$ cat src/rtl/coh_evt_pkg.sv
package coh_evt_pkg;

    localparam int NUM_CNT  = 4;
    localparam int OP_W     = 4;
    localparam int ADDR_W   = 3;
    localparam int RDATA_W  = 32;
    localparam int EN_LSB   = 0;
    localparam int CLR_LSB  = EN_LSB + NUM_CNT;
    localparam int IEN_LSB  = CLR_LSB + NUM_CNT;
    localparam int CTRL_W   = IEN_LSB + NUM_CNT;

    localparam logic [ADDR_W-1:0] ADDR_CTRL = ADDR_W'(4);
    localparam logic [ADDR_W-1:0] ADDR_STAT = ADDR_W'(5);

    // counter slots
    localparam int IDX_MEM_WR = 0;
    localparam int IDX_MEM_RD = 1;
    localparam int IDX_SNP_RD = 2;
    localparam int IDX_ACP_WR = 3;

    typedef enum logic [OP_W-1:0] {
        OP_IDLE      = 4'd0,
        OP_RD_ONCE   = 4'd1,
        OP_RD_SHARED = 4'd2,
        OP_RD_UNIQUE = 4'd3,
        OP_RD_CLEAN  = 4'd4,
        OP_RD_NSD    = 4'd5,
        OP_WR_BACK   = 4'd6,
        OP_WR_CLEAN  = 4'd7,
        OP_WR_EVICT  = 4'd8,
        OP_WR_UNIQUE = 4'd9
    } coh_op_e;

    typedef struct packed {
        logic    vld;
        coh_op_e op;
    } coh_txn_t;

    // write-back family: shared by memory writes and accelerator writes
    function automatic logic op_is_wb_family(coh_op_e op);
        case (op)
            OP_WR_BACK, OP_WR_CLEAN, OP_WR_EVICT: return 1'b1;
            default:                              return 1'b0;
        endcase
    endfunction

    // reads that go out to memory (no read-once)
    function automatic logic op_is_mem_read(coh_op_e op);
        case (op)
            OP_RD_SHARED, OP_RD_UNIQUE, OP_RD_CLEAN, OP_RD_NSD: return 1'b1;
            default:                                            return 1'b0;
        endcase
    endfunction

    // reads snooped into the cluster (memory reads plus read-once)
    function automatic logic op_is_snoop_read(coh_op_e op);
        return (op == OP_RD_ONCE) || op_is_mem_read(op);
    endfunction

endpackage

$ cat src/rtl/coh_evt_decode.sv
module coh_evt_decode
    import coh_evt_pkg::*;
(
    input  coh_txn_t               mem_txn,
    input  coh_txn_t               snp_txn,
    input  coh_txn_t               acp_txn,
    output logic [NUM_CNT-1:0]     hit
);

    always_comb begin
        hit             = '0;
        hit[IDX_MEM_WR] = mem_txn.vld && op_is_wb_family(mem_txn.op);
        hit[IDX_MEM_RD] = mem_txn.vld && op_is_mem_read(mem_txn.op);
        hit[IDX_SNP_RD] = snp_txn.vld && op_is_snoop_read(snp_txn.op);
        hit[IDX_ACP_WR] = acp_txn.vld && op_is_wb_family(acp_txn.op);
    end

    // one memory-channel transaction can never feed both memory counters
    always_comb begin
        p_mem_exclusive_r7: assert (!(hit[IDX_MEM_WR] && hit[IDX_MEM_RD]))
            else $error("memory channel hit both read and write counters");
    end

endmodule

$ cat src/rtl/coh_evt_counter.sv
module coh_evt_counter #(
    parameter int CNT_W = 32
) (
    input  logic             clk,
    input  logic             rst,
    input  logic             en,
    input  logic             inc,
    input  logic             clr,
    output logic [CNT_W-1:0] cnt,
    output logic             ovf
);

    localparam logic [CNT_W-1:0] CNT_MAX = {CNT_W{1'b1}};

    always_ff @(posedge clk) begin
        if (rst) begin
            cnt <= '0;
            ovf <= 1'b0;
        end else if (clr) begin
            cnt <= '0;
            ovf <= 1'b0;
        end else if (en && inc) begin
            cnt <= cnt + CNT_W'(1);
            if (cnt == CNT_MAX) ovf <= 1'b1;
        end
    end

    p_clear_wins_r9: assert property (@(posedge clk) disable iff (rst)
        clr |=> (cnt == '0) && !ovf);

    p_hold_when_off_r8: assert property (@(posedge clk) disable iff (rst)
        (!en && !clr) |=> $stable(cnt));

    p_step_one_r7: assert property (@(posedge clk) disable iff (rst)
        (en && inc && !clr && cnt != CNT_MAX) |=> cnt == $past(cnt) + CNT_W'(1));

    p_wrap_sets_flag_r10: assert property (@(posedge clk) disable iff (rst)
        (en && inc && !clr && cnt == CNT_MAX) |=> (cnt == '0) && ovf);

    p_flag_sticky_r10: assert property (@(posedge clk) disable iff (rst)
        (ovf && !clr) |=> ovf);

endmodule

$ cat src/rtl/coh_evt_regs.sv
module coh_evt_regs
    import coh_evt_pkg::*;
#(
    parameter int CNT_W = 32
) (
    input  logic                            clk,
    input  logic                            rst,
    input  logic                            cfg_we,
    input  logic [ADDR_W-1:0]               cfg_addr,
    input  logic [CTRL_W-1:0]               cfg_wdata,
    input  logic [NUM_CNT-1:0][CNT_W-1:0]   cnt,
    input  logic [NUM_CNT-1:0]              ovf,
    output logic [NUM_CNT-1:0]              en,
    output logic [NUM_CNT-1:0]              clr,
    output logic [RDATA_W-1:0]              cfg_rdata,
    output logic                            irq
);

    logic                ctrl_wr;
    logic [NUM_CNT-1:0]  ien;

    assign ctrl_wr = cfg_we && (cfg_addr == ADDR_CTRL);
    assign clr     = {NUM_CNT{ctrl_wr}} & cfg_wdata[CLR_LSB +: NUM_CNT];

    always_ff @(posedge clk) begin
        if (rst) begin
            en  <= '0;
            ien <= '0;
        end else if (ctrl_wr) begin
            en  <= cfg_wdata[EN_LSB  +: NUM_CNT];
            ien <= cfg_wdata[IEN_LSB +: NUM_CNT];
        end
    end

    always_comb begin
        cfg_rdata = '0;
        for (int i = 0; i < NUM_CNT; i++) begin
            if (cfg_addr == ADDR_W'(i)) cfg_rdata = RDATA_W'(cnt[i]);
        end
        if (cfg_addr == ADDR_CTRL) begin
            cfg_rdata[EN_LSB  +: NUM_CNT] = en;
            cfg_rdata[IEN_LSB +: NUM_CNT] = ien;
        end
        if (cfg_addr == ADDR_STAT) cfg_rdata[NUM_CNT-1:0] = ovf;
    end

    assign irq = |(ovf & ien);

    p_irq_has_source_r11: assert property (@(posedge clk) disable iff (rst)
        irq |-> (ovf != '0));

    p_irq_level_r11: assert property (@(posedge clk) disable iff (rst)
        (irq && !cfg_we) |=> irq);

endmodule

$ cat src/rtl/coh_evt_counters.sv
module coh_evt_counters
    import coh_evt_pkg::*;
#(
    parameter int CNT_W = 32
) (
    input  logic                  clk,
    input  logic                  rst,
    input  logic                  mem_vld,
    input  logic [OP_W-1:0]       mem_op,
    input  logic                  snp_vld,
    input  logic [OP_W-1:0]       snp_op,
    input  logic                  acp_vld,
    input  logic [OP_W-1:0]       acp_op,
    input  logic                  cfg_we,
    input  logic [ADDR_W-1:0]     cfg_addr,
    input  logic [CTRL_W-1:0]     cfg_wdata,
    output logic [RDATA_W-1:0]    cfg_rdata,
    output logic                  irq
);

    coh_txn_t                       mem_txn, snp_txn, acp_txn;
    logic [NUM_CNT-1:0]             hit;
    logic [NUM_CNT-1:0]             en;
    logic [NUM_CNT-1:0]             clr;
    logic [NUM_CNT-1:0]             ovf;
    logic [NUM_CNT-1:0][CNT_W-1:0]  cnt;

    assign mem_txn = '{vld: mem_vld, op: coh_op_e'(mem_op)};
    assign snp_txn = '{vld: snp_vld, op: coh_op_e'(snp_op)};
    assign acp_txn = '{vld: acp_vld, op: coh_op_e'(acp_op)};

    coh_evt_decode u_decode (
        .mem_txn (mem_txn),
        .snp_txn (snp_txn),
        .acp_txn (acp_txn),
        .hit     (hit)
    );

    for (genvar g = 0; g < NUM_CNT; g++) begin : g_cnt
        coh_evt_counter #(.CNT_W(CNT_W)) u_cnt (
            .clk (clk),
            .rst (rst),
            .en  (en[g]),
            .inc (hit[g]),
            .clr (clr[g]),
            .cnt (cnt[g]),
            .ovf (ovf[g])
        );
    end

    coh_evt_regs #(.CNT_W(CNT_W)) u_regs (
        .clk       (clk),
        .rst       (rst),
        .cfg_we    (cfg_we),
        .cfg_addr  (cfg_addr),
        .cfg_wdata (cfg_wdata),
        .cnt       (cnt),
        .ovf       (ovf),
        .en        (en),
        .clr       (clr),
        .cfg_rdata (cfg_rdata),
        .irq       (irq)
    );

    // nothing is pending on the first cycle out of reset
    p_reset_quiet_r1: assert property (@(posedge clk)
        rst |=> (!irq && ovf == '0));

endmodule

$ cat config.mk
export PLATFORM = sky130hd
export DESIGN_NAME = coh_evt_counters
export DESIGN_NICKNAME = d
export VERILOG_FILES = /design/src/rtl/coh_evt_pkg.sv /design/src/rtl/coh_evt_decode.sv /design/src/rtl/coh_evt_counter.sv /design/src/rtl/coh_evt_regs.sv /design/src/rtl/coh_evt_counters.sv
export SDC_FILE = /design/constraint.sdc
export NUM_CORES = 1
export LEC_CHECK = 0
export BUFFER_PORTS_ARGS = -buffer_cell sky130_fd_sc_hd__buf_2
export CAP_MARGIN = 10
export CORE_UTILIZATION = 54
export CTS_CLUSTER_SIZE = 16
export DETAILED_ROUTE_END_ITERATION = 10
export HOLD_SLACK_MARGIN = 0.12
export PLACE_DENSITY = 0.76
export SLEW_MARGIN = 20
export SYNTH_ARGS = -nofsm -noshare
export SYNTH_HDL_FRONTEND = slang
export SYNTH_SLANG_ARGS = --single-unit
export TNS_END_PERCENT = 30
$ cat constraint.sdc
create_clock -name clk -period 1.86 [get_ports clk]
set_input_delay 0.279 -clock clk [delete_from_list [all_inputs] [get_ports clk]]
set_output_delay 0.279 -clock clk [all_outputs]
set_load 0.05 [all_outputs]
==> summary.txt, run 1 <==
Outcome
  • Status: finished, violations left
  • Failing checks: setup timing

Setup path
  • FF-to-FF setup slack: about 0.010 ns
  • Worst Path Max Fanout: 4
  • Worst Path Required: ~1.6 ns
  • Crit path top cell by count: buf_6
  • Reg-to-reg endpoint: g_cnt[2].u_cnt.cnt[25]
  • Critical Path Source Type: register
  • Setup crit end kind: primary output
  • Launching point of the worst reg2reg path: u_regs.en[2]
  • Worst Path Arrival: ~1.6 ns
  • Highest cell delay on the worst timing path: 0.45 ns
  • CP max-delay cell: mux4_2
  • CP Class: reg2out
  • Reg2reg path depth: 6
  • Crit path cell chain: buf_6, mux4_2, nor2b_4, buf_6

CTS
  • Clock Path Buffers: 2
  • Worst-Skew Late Latency: 0.43 ns
  • Clock Sink Count: 140
  • Clock buffer count from CTS: 17
  • CTS tree: built
  • CTS root buf: clkbuf_16
  • Clock transition at path regs: around 0.060 ns
  • CTS H-tree lvls: 4

Routing
  • DRT Pass-1 Iters: 5
  • ANT nets after route: 0
  • Routed len/inst: ~17 um
  • Iteration-0 DRC count of the detailed router: approximately 710
  • Routed vias/inst: between 5 and 6
  • Via count: about 7000
  • Met2 wire length: roughly 10000 um
  • Top Layer Used: met4
  • Routed wl met3: approximately 1200 um
  • DRC: 0
  • M1 WL: approximately 9000 um
  • Routed Wire Length: between 20000 and 25000 um

Cells and area
  • Fin nets: ~1000
  • Layout Area Growth over Synthesis: 30.9%
  • Share of cells above drive strength 1: roughly 29%
  • # diodes: 0
  • Commonest non-fill, non-tap cells in the layout: nor2_1 (131), dfxtp_1 (97), buf_4 (86)
  • Cell Count, Final, Fillers Out: 1185
  • Commonest non-fill, non-tap cell in the layout: nor2_1

Synth
  • Synth Register Bits: 140
  • Synth Instances: 856
  • Syn_area_per_cell: 8.51 um^2
  • Synth top area share: 38.5%
  • Largest cells by area after synthesis: dfxtp_1 (38%), xor2_1 (8.7%), nor2_1 (6.7%)
  • Area leader, netlist: dfxtp_1
  • Post-synth EDFFs: 0
  • Sequential area share after synthesis: slightly below 40%
  • Primary FF master, synth: dfxtp_1
  • Yosys warning count: 0
  • Post-synthesis cell area: between 7000 and 8000 um^2
  • Synth async-reset ratio: 0%
  • Yosys cell types: between 50 and 60
  • Syn Nets: slightly below 900

Global routing
  • GRT Total Usage: between 30% and 40%
  • Vias in the first global route: approximately 6700
  • Global route overflow: 0
  • First-pass GRT wire length: 33300 um
  • Initial antenna violation count: 0
  • Largest net degree at the start of global routing: 34

Power
  • Pwr Density: between 700 and 800 nW/um^2
  • Pwr Total: around 6.7 mW
  • Leak: around 3.6 nW
  • IR drop worst, VDD: 0.665 mV

Placement
  • RD Place Congestion: about 0.89
  • Setup WS pre-CTS: -0.103 ns
  • Dpl cells: 1144
  • IO buf count: 65
  • Post-DP HPWL: 14400 um

STA
  • Slew Limit Fails: 0
  • Clk_skew: around 0.0064 ns
  • Crit share post-route: 103%
  • Setup_tns: -0.0541 ns
  • Hold Vio Cnt, Final: 0
  • Hold Slack: approximately 0.22 ns
  • RSZ-0062 raised after global routing: true
  • Fmax: 0.523 GHz
  • Least-Margin Pin Slew: between 0.7 and 0.8 ns
  • Max_slew headroom: 52.4%
  • Final count of negative-setup-slack endpoints: 2
  • Final worst setup slack: -0.0504 ns
  • Final min period: 1.91 ns

Flow run
  • Maxcap violations: 0

Worst hold path
  • Hold Path End: u_regs.en[2]
  • Min-Delay Path Depth: 3
  • Min-delay worst type: in2reg
  • Hold wc startpoint: rst

Die
  • Die area: ~14000 um^2
  • Starting density of the core: 55.2%
  • Row count: 42
  • Core Box Area: 13200 um^2
  • Ports: 66
  • Die height: around 120 um
  • Die Wd: 118 um
-- where the power goes --
group	internal [mW]	leakage, nW	total (mW)	switching [mW]
sequential	3.00	1.15	3.00	0.00414
clock	2.10	0.291	3.43	1.32
combinational	0.125	2.15	0.296	0.171
-- cell type report --
| class | count | area, um^2 |
|---|---|---|
| clock buffer | 21 | 480 |
| clock inverter | 11 | 116 |
| fill | 942 | 3650 |
| inverter | 13 | 48.8 |
| multi-input combinational | 658 | 4480 |
| sequential | 140 | 2860 |
| tap | 176 | 220 |
| timing repair buffer | 166 | 1330 |
-- stage by stage --
step,utilization [%],instance area [um^2]
4_1_cts,71.0,9370
2_1_floorplan,-,7380
3_5_place_dp,64.8,8540
6_report,72.3,9540
3_3_place_gp,64.8,8540
5_1_grt,72.3,9540
-- sequential cells by signal, indices dropped and copies added (netlist names) --
| register | flops |
|---|---|
| u_regs.en | 4 |
| g_cnt.u_cnt.cnt | 128 |
| u_regs.ien | 4 |
| g_cnt.u_cnt.ovf | 4 |
-- worst max-delay path: cells and delay by family, from the launching register on --
kind                   cells  cell delay (ns)
multiplexers               1             0.45
flip-flops                 1             0.33
buffers and inverters      2             0.28
AND/OR/NAND/NOR            1             0.15
-- how the worst max path moves through the flow --
stage                                     start  depth (start not counted)                endpoint
after floorplan                     cfg_addr[2]                          5           cfg_rdata[16]
final                     g_cnt[2].u_cnt.cnt[6]                          4            cfg_rdata[6]
after global routing      g_cnt[2].u_cnt.cnt[6]                          4            cfg_rdata[6]
after CTS                 g_cnt[2].u_cnt.cnt[6]                          4            cfg_rdata[6]
after global placement                acp_op[1]                          7  g_cnt[3].u_cnt.cnt[27]
after detailed placement              acp_op[1]                          6      g_cnt[3].u_cnt.ovf
-- cells by family (layout without fill, tap and decap cells) --
logic type	Yosys count	after routing	share of synthesized area (%)
AO/OA/AOI/OAI	108	108	10.5
XOR/XNOR	109	109	13.1
adder cells (fa/ha/maj)	4	4	0.687
buffers and inverters	58	211	3.04
flip-flops	140	140	38.5
multiplexers	23	23	4.70
AND/OR/NAND/NOR	414	414	29.5
-- synth_stat cells (2+ instances only) --
master and number:
nand2_1 51, nand3_1 54, nor3_1 23, or4_1 7
and3_1 17, dfxtp_1 140, o221ai_1 3, or3_1 10
o22ai_1 4, and2_0 2, o31ai_1 6, a22oi_1 5
nor4_1 10, and2_1 11, buf_1 12, mux4_2 9
nor2_1 131, buf_2 3, a21o_1 4, o21ai_0 12
a22o_1 17, a21oi_1 32, and4_1 16, clkbuf_1 30
nand3b_1 4, nand2b_1 3, ha_1 4, nand2_2 2
nor3b_1 3, nand4_1 49, xnor2_1 37, nor2b_1 13
mux2i_1 14, inv_1 13, a221o_1 17, xor2_1 72
-- per-layer routing --
metal / track usage (%) / vias up
li1: - / 3365
met1: 38.4 / 3351
met2: 49.2 / 223
met3: 7.14 / 54
met4: 12.8 / 0
met5: 0 / -
-- what timing repair did --
action | CTS | global route
setup endpoints to repair | 22 | 55
setup buffers | 4 | 5
gates resized for setup | 72 | 42
endpoints found under the hold margin | 8 | 0
hold buffers | 8 | 0
pin swaps | 0 | 8
(Power assumes the default switching activity.)
==> run 2: changes to the inputs <==
--- a/config.mk
+++ b/config.mk
@@ -5,6 +5,7 @@
 export SDC_FILE = /design/constraint.sdc
 export NUM_CORES = 1
 export LEC_CHECK = 0
+export ABC_CLOCK_PERIOD_IN_PS = 1860
 export BUFFER_PORTS_ARGS = -buffer_cell sky130_fd_sc_hd__buf_2
 export CAP_MARGIN = 10
 export CORE_UTILIZATION = 54
==> constraint.sdc (replaced) <==
create_clock -name clk -period 1.86 [get_ports clk]
set_input_delay 0.186 -clock clk [delete_from_list [all_inputs] [get_ports clk]]
set_output_delay 0.186 -clock clk [all_outputs]
set_load 0.05 [all_outputs]
==> summary.txt, run 2 (synthesis results as in run 1) <==
CTS
  • Clock buffer count from CTS: 17
  • Clock Path Buffers: 2
  • CTS tree: built
  • CTS root buf: clkbuf_16
  • CTS H-tree lvls: 4
  • Worst-Skew Late Latency: 0.43 ns
  • Clock transition at path regs: 0.06 ns
  • Clock Sink Count: 140

Global routing
  • Global route overflow: 0
  • First-pass GRT wire length: roughly 34000 um
  • GRT Total Usage: a little under a third
  • Largest net degree at the start of global routing: 34
  • Vias in the first global route: roughly 6600
  • Initial antenna violation count: 0

Routing
  • DRC: 0
  • Routed Wire Length: 21500 um
  • Iteration-0 DRC count of the detailed router: around 860
  • Via count: 7162
  • ANT nets after route: 0
  • DRT Pass-1 Iters: 5
  • Routed len/inst: between 15 and 20 um
  • Routed vias/inst: slightly above 6

Cells and area
  • Commonest non-fill, non-tap cell in the layout: nor2_1
  • FILL cells: between 900 and 1000
  • Layout Area Growth over Synthesis: 29.2%
  • Fin nets: roughly 1000
  • Most flops, register: g_cnt.u_cnt.cnt
  • # diodes: 0
  • Max FFs per register: between 100 and 150
  • Design area: roughly 9400 um^2
  • Share of cells above drive strength 1: a little under a quarter
  • Commonest non-fill, non-tap cells in the layout: nor2_1 (131), dfxtp_1 (125), xor2_1 (72), buf_4 (72), nand3_1 (53)

Setup path
  • CP Class: reg2out
  • Worst Path Required: roughly 1.7 ns
  • Critical Path Source Type: register
  • FF-to-FF setup slack: approximately 0.08 ns
  • Setup crit end kind: primary output
  • Reg-to-reg endpoint: g_cnt[2].u_cnt.cnt[26]
  • Worst Path Max Fanout: 5
  • Worst Setup SP: g_cnt[3].u_cnt.cnt[0]
  • Launching point of the worst reg2reg path: g_cnt[2].u_cnt.cnt[13]
  • Worst Path Arrival: about 1.7 ns
  • Reg2reg path depth: 5

STA
  • Final count of negative-setup-slack endpoints: 1
  • Hold Vio Cnt, Final: 0
  • RSZ-0062 raised after global routing: true
  • Max_slew headroom: between 50% and 60%
  • Slew Limit Fails: 0
  • Final min period: between 1.5 and 2 ns
  • Final worst setup slack: -0.000216 ns
  • Crit share post-route: 100%
  • Least-Margin Pin Slew: 0.596 ns
  • Hold Slack: between 0.15 and 0.2 ns
  • Clk_skew: 0.00559 ns
  • Fmax: 0.538 GHz

Die
  • Die area: between 10000 and 15000 um^2
  • Die height: between 100 and 150 um
  • Row count: 42
  • Starting density of the core: 55.2%
  • Die Wd: 118 um
  • Core Box Area: 13200 um^2
  • Ports: 66

Outcome
  • Failing checks: setup timing
  • Status: finished, violations left

Power
  • Clock Power Share: a little over half
  • Switching Fraction: 20.5%
  • IR drop worst, VDD: around 0.68 mV
  • Logic pwr share: about 4.1%
  • Pwr Density: between 700 and 800 nW/um^2
  • Leak: about 3.6 nW
  • Int Power: about 5.6 mW
  • Sequential share of power: between 40% and 50%
  • Switching pwr: about 1.4 mW

Worst hold path
  • Min-delay worst type: in2reg
  • Min-Delay Path Depth: 3
  • Hold Path End: g_cnt[2].u_cnt.ovf
  • Hold wc startpoint: cfg_wdata[6]

Flow run
  • Maxcap violations: 0

Placement
  • Cell Area, Placed: 8420 um^2
  • RD Place Congestion: 0.937
  • Post-DP HPWL: between 10000 and 15000 um
  • IO buf count: 65
-- run 2: metal layers --
metal  wire [um]  GRT usage (%)  vias to the layer above
met1        8810           39.2                     3376
li1            -              -                     3345
met2        9980           49.0                      383
met5           0              0                        -
met4         561           11.0                        0
met3        2180           10.1                       58
-- run 2: how the worst max path moves through the flow --
stage,to,slack [ns],depth (start not counted)
4_1_cts,cfg_rdata[0],-0.003,5
5_1_grt,g_cnt[3].u_cnt.ovf,-0.07,5
2_1_floorplan,cfg_rdata[2],-0.22,4
3_3_place_gp,cfg_rdata[30],-0.32,5
6_report,cfg_rdata[0],-0.0002,4
3_5_place_dp,g_cnt[3].u_cnt.ovf,-0.04,8
-- run 2: what timing repair did --
item | CTS | global route
hold endpoints to repair | 8 | 0
gates resized for setup | 20 | 46
hold buffers | 16 | 0
endpoints found under the setup margin | 17 | 50
pin swaps | 0 | 6
setup buffers | 0 | 1
-- run 2: critical path, stage by stage, from the launching register on --
cell     delay (ns)
dfxtp_1        0.39
mux4_2         0.50
inv_2          0.06
o22ai_1        0.08
buf_4          0.21
-- run 2: layout make-up --
| cell class | count | area [um^2] | share of cell area, % |
|---|---|---|---|
| clock buffers | 25 | 515 | 5.48 |
| clock inverters | 6 | 130 | 1.38 |
| inverters | 13 | 48.8 | 0.518 |
| multi-input cells | 658 | 4400 | 46.7 |
| flip-flops and latches | 140 | 2820 | 30.0 |
| well taps | 176 | 220 | 2.34 |
| repair buffers | 160 | 1270 | 13.5 |
-- run 2: metrics by stage --
step	TNS (ns)	cells	power (mW)	setup WS [ns]	util [%]
floorplan	-3.31	856	3.20	-0.215	-
global placement	-5.18	1132	3.32	-0.318	63.8
detailed placement	-0.0905	1132	3.32	-0.0354	63.9
CTS	-0.00293	1177	7.01	-0.00293	70.3
global route	-0.562	1178	7.20	-0.0701	71.4
finish	-0.000216	1178	7.00	-0.000216	71.4
-- run 2: power by group through the flow --
stage	clock, mW	sequential (mW)	combinational [mW]
after floorplan	0	3.07	0.133
after global placement	0	3.07	0.244
after detailed placement	0	3.07	0.247
after CTS	3.73	3.01	0.269
after global routing	3.89	3.00	0.306
final	3.71	3.01	0.288
